**src/rtl/eau_pkg.sv**
```systemverilog
// Package eau_pkg: segment codes and field constants shared by the
// effective address unit. Assumes the 2-bit mode / 3-bit selector layout.
package eau_pkg;
    typedef enum logic [1:0] {
        SEG_ES = 2'd0,
        SEG_CS = 2'd1,
        SEG_SS = 2'd2,
        SEG_DS = 2'd3
    } seg_e;

    localparam logic [1:0] MODE_NODISP = 2'b00;
    localparam logic [1:0] MODE_BYTE   = 2'b01;
    localparam logic [1:0] MODE_WORD   = 2'b10;
    localparam logic [1:0] MODE_REG    = 2'b11;
    localparam logic [2:0] SEL_DIRECT  = 3'b110;
endpackage

```
**src/rtl/eau_disp_ext.sv**
```systemverilog
// eau_disp_ext: forms the displacement from the mode field.
// Assumes AW is twice the byte width; mode 11 is treated as zero.
module eau_disp_ext
    import eau_pkg::*;
#(
    parameter int AW = 16
) (
    input  logic [1:0]      mode,
    input  logic [AW/2-1:0] dlo,
    input  logic [AW/2-1:0] dhi,
    output logic [AW-1:0]   disp
);
    localparam int BW = AW / 2;

    // choose zero, sign-extended byte or full word displacement
    always_comb begin
        unique case (mode)
            MODE_BYTE: disp = {{(AW - BW){dlo[BW-1]}}, dlo};
            MODE_WORD: disp = {dhi, dlo};
            default:   disp = '0;
        endcase
    end
endmodule

```
**src/rtl/eau_base_index.sv**
```systemverilog
// eau_base_index: adds base, index and displacement per the selector.
// Flags BP-based addressing for segment defaulting; sums wrap at AW bits.
module eau_base_index
    import eau_pkg::*;
#(
    parameter int AW = 16
) (
    input  logic [1:0]    mode,
    input  logic [2:0]    sel,
    input  logic [AW-1:0] disp,
    input  logic [AW-1:0] direct_word,
    input  logic [AW-1:0] bx,
    input  logic [AW-1:0] bp,
    input  logic [AW-1:0] si,
    input  logic [AW-1:0] di,
    output logic [AW-1:0] sum,
    output logic          bp_based
);
    logic [AW-1:0] base_v;
    logic [AW-1:0] index_v;
    logic          is_direct;

    // detect the no-register direct address case
    assign is_direct = (mode == MODE_NODISP) && (sel == SEL_DIRECT);

    // pick base and index operands for the selector
    always_comb begin
        base_v   = '0;
        index_v  = '0;
        bp_based = 1'b0;
        unique case (sel)
            3'b000: begin base_v = bx; index_v = si; end
            3'b001: begin base_v = bx; index_v = di; end
            3'b010: begin base_v = bp; index_v = si; bp_based = 1'b1; end
            3'b011: begin base_v = bp; index_v = di; bp_based = 1'b1; end
            3'b100: index_v = si;
            3'b101: index_v = di;
            3'b110: begin base_v = bp; bp_based = !is_direct; end
            default: base_v = bx;
        endcase
    end

    // three-input modulo sum, or the direct word
    always_comb begin
        if (is_direct) sum = direct_word;
        else           sum = base_v + index_v + disp;
    end
endmodule

```
**src/rtl/eau_seg_pick.sv**
```systemverilog
// eau_seg_pick: default segment selection with override replacement.
// Assumes bp_based is already cleared for direct and register operands.
module eau_seg_pick
    import eau_pkg::*;
(
    input  logic       bp_based,
    input  logic       ovr_valid,
    input  logic [1:0] ovr_code,
    output logic [1:0] seg
);
    // override wins, else SS for BP-based, else DS
    always_comb begin
        if (ovr_valid)     seg = ovr_code;
        else if (bp_based) seg = SEG_SS;
        else               seg = SEG_DS;
    end
endmodule

```
**src/rtl/addr_form_unit.sv**
```systemverilog
// addr_form_unit: effective address generation with registered outputs.
// Captures on calc_strobe and holds otherwise; synchronous active-low reset.
module addr_form_unit
    import eau_pkg::*;
#(
    parameter int AW = 16
) (
    input  logic            clk,
    input  logic            rst_n,
    input  logic            calc_strobe,
    input  logic [7:0]      modrm,
    input  logic            wide,
    input  logic [AW/2-1:0] disp_lo,
    input  logic [AW/2-1:0] disp_hi,
    input  logic [AW-1:0]   bx_val,
    input  logic [AW-1:0]   bp_val,
    input  logic [AW-1:0]   si_val,
    input  logic [AW-1:0]   di_val,
    input  logic            seg_ovr_valid,
    input  logic [1:0]      seg_ovr_code,
    output logic [AW-1:0]   eff_addr,
    output logic [1:0]      seg_code,
    output logic            reg_operand,
    output logic [3:0]      reg_index
);
    logic [1:0]    mode;
    logic [2:0]    sel;
    logic [AW-1:0] disp_w;
    logic [AW-1:0] sum_w;
    logic          bp_w;
    logic          bp_mem;
    logic          is_reg;
    logic [1:0]    seg_w;

    assign mode   = modrm[7:6];
    assign sel    = modrm[2:0];
    assign is_reg = (mode == MODE_REG);
    assign bp_mem = bp_w && !is_reg;

    eau_disp_ext #(.AW(AW)) u_disp (
        .mode (mode),
        .dlo  (disp_lo),
        .dhi  (disp_hi),
        .disp (disp_w)
    );

    eau_base_index #(.AW(AW)) u_sum (
        .mode        (mode),
        .sel         (sel),
        .disp        (disp_w),
        .direct_word ({disp_hi, disp_lo}),
        .bx          (bx_val),
        .bp          (bp_val),
        .si          (si_val),
        .di          (di_val),
        .sum         (sum_w),
        .bp_based    (bp_w)
    );

    eau_seg_pick u_seg (
        .bp_based  (bp_mem),
        .ovr_valid (seg_ovr_valid),
        .ovr_code  (seg_ovr_code),
        .seg       (seg_w)
    );

    // output register: reset, capture on strobe, else hold
    always_ff @(posedge clk) begin
        if (!rst_n) begin
            eff_addr    <= '0;
            seg_code    <= SEG_DS;
            reg_operand <= 1'b0;
            reg_index   <= '0;
        end else if (calc_strobe) begin
            eff_addr    <= is_reg ? '0 : sum_w;
            seg_code    <= seg_w;
            reg_operand <= is_reg;
            reg_index   <= is_reg ? {wide, sel} : 4'd0;
        end
    end
endmodule

```
**config.mk**
```make
export PLATFORM = sky130hd
export DESIGN_NAME = addr_form_unit
export DESIGN_NICKNAME = d
export VERILOG_FILES = /design/src/rtl/eau_pkg.sv /design/src/rtl/eau_disp_ext.sv /design/src/rtl/eau_base_index.sv /design/src/rtl/eau_seg_pick.sv /design/src/rtl/addr_form_unit.sv
export SDC_FILE = /design/constraint.sdc
export NUM_CORES = 1
export LEC_CHECK = 0
export ABC_AREA = 1
export BUFFER_PORTS_ARGS = -buffer_cell sky130_fd_sc_hd__buf_2
export CAP_MARGIN = 0
export CORE_AREA = 2 2 80 82
export DETAILED_ROUTE_END_ITERATION = 10
export DIE_AREA = 0 0 82 84
export GPL_ROUTABILITY_DRIVEN = 1
export PLACE_DENSITY = 0.91
export SETUP_SLACK_MARGIN = 0.2
export SYNTH_ARGS = -nofsm -noshare
export SYNTH_HDL_FRONTEND = slang
export SYNTH_HIERARCHICAL = 1
export SYNTH_SLANG_ARGS = --single-unit
```
**constraint.sdc**
```tcl
create_clock -name clk -period 5.3 [get_ports clk]
set_clock_uncertainty 0.05 [all_clocks]
set_input_delay 1.06 -clock clk [delete_from_list [all_inputs] [get_ports clk]]
set_output_delay 1.06 -clock clk [all_outputs]
set_load 0.01 [all_outputs]
```
==> results.yml <==
global_routing:
  track_usage_pct: 25.46
  antenna_found_initial: 0
  grt_pass1_wl_mm: 14.30
  grt_max_degree: 34
  grt_pass1_vias: 3245
  overflow: 0
status:
  status: "finished clean"
critical_path:
  crit_slowest_cell: "fa_1"
  worstSetupPathType: "input pin to flop"
  cp_num_buf_inv: 5
  path_common_cell: "nand3_1"
  cp_top_family: "simple AND/OR/NAND/NOR gates"
  critPathArrivalTime_ns: 4.38
  required_ns: 5.37
  start_kind: "input pin"
  endpoint_kind: "flop"
  cp_max_fo: 17
  max_stage_delay_ns: 0.48
  worstPathCellList: "buf_2 -> nand2_2 -> nand2_2 -> nand2_1 -> inv_1 -> a32oi_1 -> fa_1 -> inv_1 -> ha_1 -> inv_1 -> fa_1 -> inv_1 -> nand3_1 -> nand3_1 -> nand3_1 -> nand3_1 -> nand2_1 -> nand3_1 -> nand2_1 -> nand3_1 -> a21oi_1"
power:
  p_leak_nw: 2.089
  power_per_cell_area_mw_per_mm2: 211.0
  ir_drop_uv: 135.7
route:
  wirelength_mm: 8.407
  via_count: 3604
  ant_nets: 0
  dr.first_iter.drc_count: 279
  drc: 0
  routedWlPerCell_um: 12.11
  viasPerCell: 5.193
  dr.pass1.iters: 5
place:
  placed_area_mm2: 0.003714
  dpl.hpwl_mm: 7.133
  gp_congestion: 0.9241
  port_buffers: 114
  pre_cts_ws_ns: 0.7505
clock_tree:
  post_cts_resized: 0
  clock-sinks: 23
  clockBufferDepth: 2
  cts-hold-fix-buffers: 0
  clk_pin_slew_ns: 0.08
  cts_root_buf: "clkbuf_8"
  insertion_delay_ns: 0.26
  cts_buffers: 3
  post_cts_buffers: 0
  cts_tree: "built"
  h-tree-depth: 1
timing:
  rsz0062_at_grt: "no"
  finalCritPeriodShare_pct: 81.29
  slew_violations: 0
  finalHoldViolCount: 0
  slew-limit-headroom_pct: 53.70
  setup-tns-final_ns: 0
  setup_ws_ns: 0.9914
  max_freq_ghz: 0.2321
  fin_crit_ns: 4.309
  finalSetupViolations: 0
  worst_pin_slew_ns: 0.6945
  whs_ns: 0.4143
floorplan:
  die_h_um: 84
  ioPinCount: 118
  start_util_pct: 52.73
  core_mm2: 0.006096
  rows: 29
  dieArea_mm2: 0.006888
  die_w_um: 82
layout:
  layout_common_cells: "157 x nand2_1, 114 x buf_2, 90 x inv_1"
  fin_area_mm2: 0.003760
  drive_gt1_share_pct: 24.31
  mostFrequentLayoutCell: "nand2_1"
  nNetsFinal: 745
  area_growth_pct: 16.97
  antennaDiodeCount: 0
run:
  cap_violations: 0
synth:
  ys_seq_area_share_pct: 14.32
  ys_ff_latch: 23
  synth_cell_type_count: 32
  syn_inst: 522
  synth_top_area_share_pct: 18.33
  synth_fp_nets: 649
  ys_warn_count: 6
  syn-cell-area_mm2: 0.003214
  synthTopCellsByArea: "nand2_1 18%, dfxtp_1 14%, nand3_1 11%, inv_1 11%, fa_1 10%"
  yosysTopAreaCell: "nand2_1"
  syn_area_per_cell_um2: 6.158
worst_hold_path:
  min_path_type: "flop to flop"
[cell type report]
type / instances / area (µm²)
clock buffer: 3 / 41.29
timing repair buffer: 116 / 585.6
tap: 77 / 96.34
inverter: 94 / 352.8
clock inverter: 1 / 5.005
multi-input combinational: 380 / 2218
sequential: 23 / 460.4
fill: 610 / 2336
[final timing paths]
| path | from | endpoint | slack, ns | cells past startpoint |
|---|---|---|---|---|
| min reg2reg | reg_index[2] | reg_index[2] | 0.41 | 2 |
| max reg2reg | reg_index[1] | reg_index[1] | 4.62 | 2 |
| max | modrm[2] | eff_addr[13] | 0.99 | 21 |
| min | reg_index[2] | reg_index[2] | 0.41 | 2 |
[flip-flops by register name, summed over array words and instances, names as in the netlist]
name         flops
eff_addr        16
reg_index        4
reg_operand      1
seg_code         2
[metrics by stage]
step	total power, mW	util, %	instances
after detailed placement	0.6870	60.92	690
final	0.7935	61.68	694
after CTS	0.7903	61.68	694
after floorplan	0.5585	-	522
after global placement	0.6739	60.92	690
after global routing	0.8742	61.68	694
[synthesized netlist by cell type]
master    count
nand2_4       2
a21oi_1      40
and2_1        2
o21ai_0       7
ha_1         16
a32oi_1      14
buf_6         6
nand4_1       6
buf_4         5
o21a_1        1
or2_0         1
dfxtp_1      23
fa_1         16
buf_12        1
xnor2_1       4
or2_2         1
nand2_2       9
clkbuf_2      1
clkbuf_1      6
a32o_1        1
nand2_1     157
o21bai_1      1
nor2_1       16
o21ai_2       1
inv_2         4
o21ai_1       2
nand3_2       3
nand3_1      69
buf_2         6
nand3b_1      1
a21oi_2      10
inv_1        90
[kinds of logic after synthesis]
family          count (synthesis)  share of synthesized area, %
fa+ha+maj                      32                         16.19
flops                          23                         14.32
compound gates                 77                         15.22
simple gates                  267                         36.51
buf+inv                       119                         16.66
xor+xnor                        4                         1.090
[worst reg2reg max path, delay by kind of cell, from the launching register on]
| kind | cells | cell delay, ns |
|---|---|---|
| compound gates | 1 | 0.15 |
| simple gates | 1 | 0.07 |
| flops | 1 | 0.35 |
[report_power, final]
| part | internal, mW | switching [mW] | total, mW |
|---|---|---|---|
| Sequential | 0.192 | 0.00872 | 0.201 |
| Combinational | 0.192 | 0.295 | 0.488 |
| Clock | 0.0524 | 0.0529 | 0.105 |
| Total | 0.436 | 0.357 | 0.793 |
[routing by layer]
layer	routed length (µm)	vias up	GRT usage (%)
li1	-	1850	-
met1	3836	1616	35.24
met2	3961	131	43.02
met3	516	7	0.9740
met4	93	0	6.364
met5	0	-	0
Note: power is estimated with default switching activity, not from simulation.
